### src/rtl/pwm_timer_pkg.sv
`timescale 1ns/1ps
package pwm_timer_pkg;
  typedef enum logic [1:0] {
    REG_CTRL = 2'd0,
    REG_CBUF = 2'd1,
    REG_PBUF = 2'd2,
    REG_LIVE = 2'd3
  } reg_addr_e;

  // bit 0 run, bit 1 update, bit 2 invert, bit 3 auto-reload
  typedef struct packed {
    logic reload;
    logic invert;
    logic update;
    logic run;
  } ctrl_t;

  localparam int CTRL_W = $bits(ctrl_t);
endpackage

### src/rtl/pwm_timer_regs.sv
`timescale 1ns/1ps
module pwm_timer_regs
  import pwm_timer_pkg::*;
#(
  parameter int W = 16
) (
  input  logic             clk_i,
  input  logic             rst_ni,
  input  logic             wr_en_i,
  input  logic [1:0]       wr_addr_i,
  input  logic [W-1:0]     wr_data_i,
  input  logic [1:0]       rd_addr_i,
  input  logic             stop_i,
  input  logic [W-1:0]     live_i,
  output ctrl_t            ctrl_o,
  output logic [W-1:0]     cbuf_o,
  output logic [W-1:0]     pbuf_o,
  output logic [W-1:0]     rd_data_o
);
  localparam int PAD_W = W - CTRL_W;

  ctrl_t  ctrl_q;
  logic   wr_ctrl, wr_cbuf, wr_pbuf;
  logic   unused_hi;

  assign wr_ctrl   = wr_en_i && (reg_addr_e'(wr_addr_i) == REG_CTRL);
  assign wr_cbuf   = wr_en_i && (reg_addr_e'(wr_addr_i) == REG_CBUF);
  assign wr_pbuf   = wr_en_i && (reg_addr_e'(wr_addr_i) == REG_PBUF);
  assign unused_hi = ^wr_data_i[W-1:CTRL_W];

  always_ff @(posedge clk_i or negedge rst_ni) begin
    if (!rst_ni) begin
      ctrl_q <= '0;
      cbuf_o <= '0;
      pbuf_o <= '0;
    end else begin
      // software write wins over the one-shot self-clear
      if (wr_ctrl)      ctrl_q     <= ctrl_t'(wr_data_i[CTRL_W-1:0]);
      else if (stop_i)  ctrl_q.run <= 1'b0;
      if (wr_cbuf) cbuf_o <= wr_data_i;
      if (wr_pbuf) pbuf_o <= wr_data_i;
    end
  end

  assign ctrl_o = ctrl_q;

  always_comb begin
    unique case (reg_addr_e'(rd_addr_i))
      REG_CTRL: rd_data_o = {{PAD_W{1'b0}}, ctrl_q};
      REG_CBUF: rd_data_o = cbuf_o;
      REG_PBUF: rd_data_o = pbuf_o;
      default:  rd_data_o = live_i;
    endcase
  end
endmodule

### src/rtl/pwm_timer_core.sv
`timescale 1ns/1ps
module pwm_timer_core
  import pwm_timer_pkg::*;
#(
  parameter int W = 16
) (
  input  logic         clk_i,
  input  logic         rst_ni,
  input  logic         tick_i,
  input  ctrl_t        ctrl_i,
  input  logic [W-1:0] cbuf_i,
  input  logic [W-1:0] pbuf_i,
  output logic [W-1:0] cnt_o,
  output logic         lvl_o,
  output logic         irq_o,
  output logic         stop_o
);
  logic [W-1:0] cnt_q, cmp_q, dec;
  logic         step, expire;

  assign dec    = cnt_q - W'(1);
  assign step   = ctrl_i.run && !ctrl_i.update && tick_i && (cnt_q != '0);
  assign expire = step && (dec == '0);
  assign stop_o = expire && !ctrl_i.reload;

  always_ff @(posedge clk_i or negedge rst_ni) begin
    if (!rst_ni) begin
      cnt_q <= '0;
      cmp_q <= '0;
      lvl_o <= 1'b0;
      irq_o <= 1'b0;
    end else begin
      irq_o <= expire;
      if (ctrl_i.update) begin
        cnt_q <= cbuf_i;
        cmp_q <= pbuf_i;
        lvl_o <= 1'b0;
      end else if (expire) begin
        lvl_o <= 1'b0;
        if (ctrl_i.reload) begin
          cnt_q <= cbuf_i;
          cmp_q <= pbuf_i;
        end else begin
          cnt_q <= '0;
        end
      end else if (step) begin
        cnt_q <= dec;
        if (dec == cmp_q) lvl_o <= 1'b1;
      end
    end
  end

  assign cnt_o = cnt_q;
endmodule

### src/rtl/pwm_timer_out.sv
`timescale 1ns/1ps
module pwm_timer_out (
  input  logic lvl_i,
  input  logic invert_i,
  output logic pwm_o
);
  assign pwm_o = lvl_i ^ invert_i;
endmodule

### src/rtl/pwm_timer.sv
`timescale 1ns/1ps
module pwm_timer
  import pwm_timer_pkg::*;
#(
  parameter int W = 16
) (
  input  logic         clk_i,
  input  logic         rst_ni,
  input  logic         tick_i,
  input  logic         wr_en_i,
  input  logic [1:0]   wr_addr_i,
  input  logic [W-1:0] wr_data_i,
  input  logic [1:0]   rd_addr_i,
  output logic [W-1:0] rd_data_o,
  output logic         pwm_o,
  output logic         irq_o
);
  ctrl_t        ctrl_q;
  logic [W-1:0] cbuf_q, pbuf_q, cnt_q;
  logic         lvl, stop;

  pwm_timer_regs #(.W(W)) u_regs (
    .clk_i, .rst_ni, .wr_en_i, .wr_addr_i, .wr_data_i, .rd_addr_i,
    .stop_i(stop), .live_i(cnt_q), .ctrl_o(ctrl_q),
    .cbuf_o(cbuf_q), .pbuf_o(pbuf_q), .rd_data_o
  );

  pwm_timer_core #(.W(W)) u_core (
    .clk_i, .rst_ni, .tick_i, .ctrl_i(ctrl_q), .cbuf_i(cbuf_q),
    .pbuf_i(pbuf_q), .cnt_o(cnt_q), .lvl_o(lvl), .irq_o, .stop_o(stop)
  );

  pwm_timer_out u_out (.lvl_i(lvl), .invert_i(ctrl_q.invert), .pwm_o);
endmodule

### config.mk
export PLATFORM = sky130hd
export DESIGN_NAME = pwm_timer
export DESIGN_NICKNAME = d
export VERILOG_FILES = /design/src/rtl/pwm_timer_pkg.sv /design/src/rtl/pwm_timer_regs.sv /design/src/rtl/pwm_timer_core.sv /design/src/rtl/pwm_timer_out.sv /design/src/rtl/pwm_timer.sv
export SDC_FILE = /design/constraint.sdc
export NUM_CORES = 1
export LEC_CHECK = 0
export BUFFER_PORTS_ARGS = -buffer_cell sky130_fd_sc_hd__buf_2
export CORE_MARGIN = 3
export CORE_UTILIZATION = 60
export DETAILED_ROUTE_END_ITERATION = 7
export PLACE_DENSITY = 0.81
export SLEW_MARGIN = 20
export SYNTH_ARGS = -nofsm -noshare
export SYNTH_HDL_FRONTEND = slang
export SYNTH_SLANG_ARGS = --single-unit
### constraint.sdc
create_clock -name clk_i -period 3.2 [get_ports clk_i]
set_input_delay 0.96 -clock clk_i [delete_from_list [all_inputs] [get_ports clk_i]]
set_output_delay 0.96 -clock clk_i [all_outputs]
set_load 0.02 [all_outputs]
Word-level counts from Yosys, hierarchy flattened
Index checks and enable logic that the tools add are counted.
{"block": "totals", "reg_bits": 70, "latch_bits": 0, "ramBits": 0, "rom_bits": 0, "in_bits": 24, "output_inout_bits": 18, "word_cells": 52, "memories": 0}
{"block": "op_classes", "addsub": 1, "n_mul": 0, "n_div": 0, "n_lt_le_gt_ge": 0, "eq_ne": 5, "shift": 0, "muxes": 14, "n_bitwise": 1, "n_reduce_logical": 21}
{"cell": "16-bit 2-to-1 mux", "n": 7}
{"cell": "16-bit one-hot mux with 3 select lines", "n": 1}
{"cell": "16-bit equality test", "n": 1}
{"cell": "16-bit zero test", "n": 1}
{"cell": "16-bit nonzero test", "n": 1}
{"cell": "16-bit by 1-bit subtractor with 16-bit output, second input constant", "n": 1}
{"cell": "1-bit logical AND", "n": 8}
{"cell": "1-bit 2-to-1 mux", "n": 6}
{"cell": "2-bit nonzero test", "n": 3}
{"cell": "3-bit nonzero test", "n": 2}
{"cell": "2-bit by 1-bit equality test with 1-bit output, second input constant", "n": 2}
{"cell": "2-bit equality test, second input constant", "n": 2}
{"cell": "2-bit zero test", "n": 2}
{"cell": "2-bit AND reduction", "n": 2}
{"cell": "1-bit zero test", "n": 2}
{"cell": "1-bit bitwise XOR", "n": 1}

Logic depth before layout (Yosys ltp)
Gate-level depths: netlist of the first run.
{"block": "depth", "word_depth": 8, "ltp_mapped": 12, "ltp_nobuf": 8}

Cells and area by module
Synthesis of the first run repeated with hierarchy kept, for this count alone.
{"block": "unflattened", "cells_unflattened": 348, "area_unflattened_um2": 4197.8}
{"mod": "pwm_timer_core", "instances": 1, "cells_per_inst": 235, "area_each_um2": 2339.7, "seq_area_each_um2": 850.8}
{"mod": "pwm_timer_regs", "instances": 1, "cells_per_inst": 112, "area_each_um2": 1849.3, "seq_area_each_um2": 900.9}
{"mod": "pwm_timer_out", "instances": 1, "cells_per_inst": 1, "area_each_um2": 8.8, "seq_area_each_um2": 0.0}

Worst setup path before layout of the first run
No wires, ideal clock.
{"block": "synth_path", "kind": "input to output", "startpoint": "input rd_addr_i[0]", "endpoint": "output rd_data_o[10]", "arrival_time_ns": 2.252, "setup_slack_ns": -0.012, "path_stages": 4, "path_buffers": 2, "path_cell_list": "clkbuf_1 > buf_1 > mux2_2 > a22o_1"}
{"block": "synth_via", "elab_chain_cells": 2}
{"element": "start: declaration", "line": "pwm_timer.sv:13", "source": "input logic [1:0] rd_addr_i,"}
{"element": "2-bit equality test (tied with other cells)", "line": "pwm_timer_regs.sv:48", "source": "unique case (reg_addr_e'(rd_addr_i))"}
{"element": "16-bit one-hot mux with 3 select lines (*)", "line": "pwm_timer_regs.sv:48"}
{"element": "end: declaration", "line": "pwm_timer.sv:14", "source": "output logic [W-1:0] rd_data_o,"}
Mark *: on every way between the ends. The rest lies on a longest branch, timed or not.

Worst setup path after layout of the first run
{"block": "layout_path", "startpoint": "register u_core.cnt_q[5] (netlist: u_core.cnt_o[5])", "endpoint": "register u_core.cmp_q[13]"}
{"block": "layout_via", "elab_chain_cells": 5}
{"element": "start: declaration", "line": "pwm_timer_core.sv:18", "source": "logic [W-1:0] cnt_q, cmp_q, dec;"}
{"element": "start signal: assignment", "line": "pwm_timer_core.sv:35", "source": "cnt_q <= cbuf_i;"}
{"element": "start signal: assignment", "line": "pwm_timer_core.sv:41", "source": "cnt_q <= cbuf_i;"}
{"element": "16-bit by 1-bit subtractor with 16-bit output / 16-bit nonzero test (equally long branches)", "line": "pwm_timer_core.sv:21, pwm_timer_core.sv:22"}
{"element": "16-bit zero test / 1-bit logical AND (equally long branches)", "line": "pwm_timer_core.sv:23, pwm_timer_core.sv:22"}
{"element": "1-bit logical AND (*)", "line": "pwm_timer_core.sv:23", "source": "assign expire = step && (dec == '0);"}
{"element": "2-bit nonzero test (no line) (*)"}
{"element": "2-bit AND reduction (no line) (*)"}
{"element": "end signal: assignment", "line": "pwm_timer_core.sv:36", "source": "cmp_q <= pbuf_i;"}
{"element": "end signal: assignment", "line": "pwm_timer_core.sv:42", "source": "cmp_q <= pbuf_i;"}
{"element": "end: declaration", "line": "pwm_timer_core.sv:18"}
Marked as above.
A chain may end at the register's enable or synchronous reset.

==> flow_summary_export.csv, run 1 <==
group,metric,value,unit
global_routing,gr-total-overflow,0,
synthesis,yosysUniqueCellTypes,58,
global_routing,track_usage,25.5,%
synthesis,ys_warn_count,0,
timing,final_max_slew_viol_count,0,
power,power,3.73,mW
global_routing,grt_pass1_vias,3145,
routing,vias,3171,
timing,post-route-period-util,93.4,%
synthesis,ys_ff_latch,70,
job,drv_cap,0,
global_routing,antenna_found_initial,0,
power,ir_worst_vdd,429,uV
synthesis,ys_seq_area_share,41.5,%
final_layout,layout-drive-gt1-share,37.2,%
timing,hold_slack,0.529,ns
die,row_count,29,
timing,clock_skew,0.0125,ns
final_layout,multi_input_area,2300,um^2
synthesis,synth_ff_type,"dfrtp_1",
routing,routed_wl,10200,um
setup_path,worstSetupPathType,"flip-flop to flip-flop",
synthesis,syn_inst,367,
synthesis,syn_avg_cell_area,11.5,um^2
routing,drtAntennaViolNets,0,
placed_design,globalplace.congestion,0.930,
placed_design,place_inst,491,
clocking,cts_resized,0,
setup_path,cp-end-kind,"flip-flop",
clocking,postCtsSetupBuffers,0,
setup_path,cp-start-kind,"flip-flop",
global_routing,grt_pass1_wl,16400,um
timing,max_freq,0.335,GHz
routing,via_per_inst,6.25,
die,start_util,64.3,%
timing,max-slew-margin-rel,49.1,%
global_routing,grt_max_degree,34,
routing,dr.pass1.iters,5,
synthesis,synth_nets,394,
placed_design,hpwlAfterDp,7270,um
timing,rsz0062_at_grt,"no",
die,core,6570,um^2
timing,hold_viol,0,
routing,wl_per_cell,20.1,um
die,io_pins,42,
run_status,status,"complete, no violations",
min_path,hold_class,"flip-flop to flip-flop",
final_layout,seq_area,1750,um^2
synthesis,ys_async_sr_fraction,100,%
setup_path,crit_required,3.43,ns
synthesis,synth_edf_count,0,
timing,setup_tns,0,ns
final_layout,syn_to_final_growth,12.3,%
power,leakagePower,2.03,nW
setup_path,crit_arrival,3.22,ns
clocking,clockBufferDepth,2,
final_layout,nNetsFinal,436,
clocking,cts-root-buf,"clkbuf_8",
final_layout,fin_cells,507,
timing,setup_viol,0,
final_layout,fill_cells,489,
placed_design,numPortBuffers,41,
die,die_area,8080,um^2
clocking,clkSinkCount,70,
clocking,cts_made_buffers,9,
clocking,cts_tree,"built",
synthesis,syn-cell-area,4230,um^2
clocking,holdBufCountCts,0,
clocking,h-tree-depth,3,
timing,worst_pin_slew,0.762,ns
final_layout,final_common_cell,"dfrtp_1",
final_layout,insertedDiodeCount,0,
setup_path,cp_max_fo,16,
clocking,clock_latency,0.34,ns
die,die_y,89.9,um
power,pwr_density_cell,787,nW/um^2
final_layout,final_cell_mix,"dfrtp_1 (70), mux2_2 (46), buf_2 (41), a22o_1 (27), xnor2_1 (22)",
routing,drtIter0Drc,253,
routing,drc,0,
clocking,path_clk_slew,0.08,ns
timing,min_period,2.99,ns
die,die_w,89.9,um
report_power, final:
| group | internal, mW | leakage, nW | total (mW) | switching (mW) |
|---|---|---|---|---|
| clock network | 0.282 | 0.0816 | 0.631 | 0.350 |
| logic | 0.820 | 1.11 | 1.63 | 0.807 |
| registers | 1.13 | 0.843 | 1.48 | 0.351 |
routing by layer:
layer,global-route usage [%],share of wire (%),vias up
li1,-,-,1445
met5,0,0,-
met1,34.7,44,1588
met4,5.99,1.2,0
met3,6.18,6.4,15
met2,41.7,49,123
worst max-delay path, stage by stage (launching register included):
cell and delay [ns]:
dfrtp_1 0.53, nor3_1 0.61, nand4_1 0.32, xor2_1 0.34, o211ai_4 0.18, o31ai_4 0.36, buf_12 0.21, mux2_4 0.31
Yosys cell counts (all sizes together) (3+ instances only):
cell	instances	share of area, %
xor2	18	3.7
or2	4	0.59
dfrtp	70	41
buf	20	3.0
or3	3	0.44
nor3b	3	0.53
mux2	62	18
ha	3	0.89
a21oi	4	0.47
nand2	19	1.7
o211ai	4	1.0
nand4b	3	0.62
mux4	4	2.1
nor3	11	1.3
xnor2	22	4.6
or4b	3	0.71
nor2	15	1.4
clkbuf	10	0.89
a22o	27	5.6
nand3b	4	0.71
nand4	6	1.2
nand3	8	0.95
o21ai	8	0.95
nor4	7	1.4
kinds of logic after synthesis:
kind of cell,synth area share [%]
buffers and inverters,4.12
and+or+nand+nor,13.2
adders and majority gates,0.888
DFF,41.5
AOI/OAI and AO/OA,12.0
xor gates and xnor gates,8.29
muxes,20.1
flip-flops by register name (all words and copies together) (netlist names):
register / count
u_core.cnt_o: 16
u_core.lvl_o: 1
u_regs.cbuf_o: 16
u_core.cmp_q: 16
u_regs.ctrl_o: 4
u_regs.pbuf_o: 16
u_core.irq_o: 1
stage by stage:
stage | setup WS [ns] | util, % | instance area (um^2)
2_1_floorplan | 0.114 | - | 4230
3_3_place_gp | 0.308 | 69.6 | 4570
3_5_place_dp | 0.279 | 69.6 | 4570
4_1_cts | 0.272 | 72.3 | 4750
5_1_grt | 0.115 | 72.3 | 4750
6_report | 0.211 | 72.3 | 4750
area by class of cell:
cell class | instances | area share (%)
clock inverter | 7 | 1.05
tap | 93 | 2.45
multi-input combinational | 264 | 48.5
sequential | 70 | 36.9
timing repair buffer | 61 | 8.28
inverter | 3 | 0.237
clock buffer | 9 | 2.61
final timing paths:
path | end | start | slack, ns | cells past startpoint
worst max-delay path | u_core.cmp_q[13]$_DFFE_PN0P_ | u_core.cnt_o[5]$_DFFE_PN0P_ | 0.21 | 7
worst min-delay path | u_core.cnt_o[6]$_DFFE_PN0P_ | u_regs.cbuf_o[6]$_DFFE_PN0P_ | 0.53 | 1
worst max register to register | u_core.cmp_q[13]$_DFFE_PN0P_ | u_core.cnt_o[5]$_DFFE_PN0P_ | 0.21 | 7
worst min register to register | u_core.cnt_o[6]$_DFFE_PN0P_ | u_regs.cbuf_o[6]$_DFFE_PN0P_ | 0.53 | 1
max in group asynchronous | u_core.cmp_q[7]$_DFFE_PN0P_ | rst_ni | 1.89 | 2
min in group asynchronous | u_regs.pbuf_o[0]$_DFFE_PN0P_ | rst_ni | 0.54 | 1
Power figures use the tool's default switching activity.
==> run 2, diff against run 1 <==
==> constraint.sdc (replaced) <==
create_clock -name clk_i -period 3.6 [get_ports clk_i]
set_input_delay 0 -clock clk_i [delete_from_list [all_inputs] [get_ports clk_i]]
set_output_delay 0 -clock clk_i [all_outputs]
set_load 0.02 [all_outputs]
==> flow_summary_export.csv, run 2 (same netlist as run 1, synthesis figures left out) <==
group,metric,value,unit
final_layout,final_cell_mix,"dfrtp_1 (70), mux2_2 (46), buf_2 (41), a22o_1 (27), xnor2_1 (22)",
routing,drc,0,
timing,hold_viol,0,
min_path,hp-start,"wr_addr_i[1]",
setup_path,r2r-start,"u_core.cnt_o[0]$_DFFE_PN0P_",
timing,rsz0062_at_grt,"no",
final_layout,multi_input_area,2300,um^2
routing,via_per_inst,6.22,
placed_design,hpwlAfterDp,7120,um
timing,min_period,3.18,ns
setup_path,path_cells,"inv_1 > ha_1 > or3b_1 > nor4b_2 > a21o_1 > o211ai_4 > o31ai_4 > buf_4 > mux2_4",
final_layout,final_common_cell,"dfrtp_1",
setup_path,cp-startpoint,"u_core.cnt_o[0]$_DFFE_PN0P_",
min_path,hold_class,"input pin to flip-flop",
clocking,h-tree-depth,3,
routing,vias,3178,
timing,setup_viol,0,
routing,drtAntennaViolNets,0,
timing,setup_tns,0,ns
final_layout,syn_to_final_growth,14.2,%
clocking,clockBufferDepth,2,
timing,final_max_slew_viol_count,0,
final_layout,layout-drive-gt1-share,34.0,%
job,drv_cap,0,
die,die_w,89.9,um
timing,max_freq,0.315,GHz
global_routing,gr-total-overflow,0,
setup_path,ff2ff_path_depth,9,
timing,max-slew-margin-rel,30.8,%
setup_path,crit_arrival,3.40,ns
timing,worst_pin_slew,1.04,ns
power,leakagePower,2.05,nW
timing,clock_skew,0.00934,ns
global_routing,antenna_found_initial,0,
die,io_pins,42,
die,core,6570,um^2
clocking,path_clk_slew,0.07,ns
die,die_area,8080,um^2
timing,post-route-period-util,88.3,%
final_layout,insertedDiodeCount,0,
global_routing,grt_pass1_wl,17200,um
global_routing,grt_max_degree,41,
final_layout,postLayoutCellArea,4820,um^2
run_status,status,"complete, no violations",
routing,dr.pass1.iters,5,
clocking,cts-root-buf,"clkbuf_8",
setup_path,cp_max_fo,14,
global_routing,grt_pass1_vias,3242,
placed_design,numPortBuffers,41,
routing,drtIter0Drc,235,
setup_path,worstSetupPathType,"flip-flop to flip-flop",
placed_design,placed_area,4440,um^2
setup_path,r2r-end,"u_core.cmp_q[9]$_DFFE_PN0P_",
clocking,clkSinkCount,70,
die,start_util,64.3,%
setup_path,cp-end-kind,"flip-flop",
clocking,clock_latency,0.34,ns
die,row_count,29,
power,pwr_density_cell,702,nW/um^2
final_layout,seq_area,1750,um^2
setup_path,reg2reg_slack,0.42,ns
setup_path,crit_end,"u_core.cmp_q[9]$_DFFE_PN0P_",
die,die_y,89.9,um
global_routing,track_usage,27.0,%
setup_path,slowest_delay,0.54,ns
final_layout,fill_cells,483,
clocking,cts_made_buffers,9,
routing,routed_wl,10500,um
routing,wl_per_cell,20.5,um
clocking,cts_tree,"built",
final_layout,nNetsFinal,441,
setup_path,crit_required,3.82,ns
setup_path,cp-start-kind,"flip-flop",
setup_path,critical_path.slowest_cell,"or3b_1",
placed_design,globalplace.congestion,0.909,
power,ir_worst_vdd,388,uV
## run 2: cell count changes in the layout (fill, tap and decap cells not counted), sizes merged
cell         before  now
bufinv            0    1
clkinv            4    2
clkbuf            9   12
dlygate4sd3       0   17
buf              61   49
inv               3    2
clkinvlp          3    1
## run 2: worst min path at each step
stage / depth (start not counted) / end
5_1_grt: 3 / u_regs.ctrl_o[0]$_DFFE_PN0P_
6_report: 4 / u_regs.ctrl_o[1]$_DFFE_PN0P_
3_5_place_dp: 1 / u_regs.cbuf_o[0]$_DFFE_PN0P_
3_3_place_gp: 1 / u_regs.cbuf_o[2]$_DFFE_PN0P_
2_1_floorplan: 0 / u_core.cmp_q[0]$_DFFE_PN0P_
4_1_cts: 4 / u_regs.ctrl_o[1]$_DFFE_PN0P_
## run 2: layout make-up
| class | instances | area share (%) |
|---|---|---|
| repair buffers | 66 | 9.02 |
| multi-input cells | 264 | 47.7 |
| flip-flops and latches | 70 | 36.3 |
| clock buffers | 12 | 3.42 |
| inverters | 3 | 0.233 |
| clock inverters | 3 | 0.882 |
| well taps | 93 | 2.41 |
## run 2: critical path, delay by kind of cell, from the launching register on
| kind | cells | cell delay (ns) |
|---|---|---|
| buffers and inverters | 2 | 0.48 |
| flip-flops | 1 | 0.53 |
| adder cells (fa/ha/maj) | 1 | 0.38 |
| AO/OA/AOI/OAI | 3 | 0.54 |
| AND/OR/NAND/NOR | 2 | 0.80 |
| multiplexers | 1 | 0.33 |
## run 2: where the power goes
| group | switching, mW | total, mW | internal, mW |
|---|---|---|---|
| logic | 0.670 | 1.37 | 0.700 |
| registers | 0.351 | 1.35 | 1.00 |
| clock network | 0.293 | 0.665 | 0.372 |
| total | 1.31 | 3.39 | 2.07 |
## run 2: timing repair
action                                  4_1_cts  5_1_grt
hold endpoints to repair                     66        0
setup buffers                                 0        0
resized for setup                             0        0
endpoints found under the setup margin        0        0
hold buffers                                 17        0
## run 2: per-layer routing
metal	wire length, um	up-vias	track usage, %
met5	0	-	0
met4	242	0	11.0
met3	577	22	4.34
met2	5050	128	43.4
met1	4590	1568	36.6
li1	-	1460	-
## run 2: stage by stage
stage	hold WS [ns]	setup slack (ns)	total power [mW]	std cells	util, %
final	0.0489	0.422	3.39	511	73.5
after global routing	0.121	0.250	3.58	511	73.5
after CTS	0.0427	0.450	3.38	511	73.4
after detailed placement	0.0821	0.446	2.69	479	67.7
after global placement	0.0640	0.563	2.66	479	67.7
after floorplan	-0.296	0.808	2.37	367	-
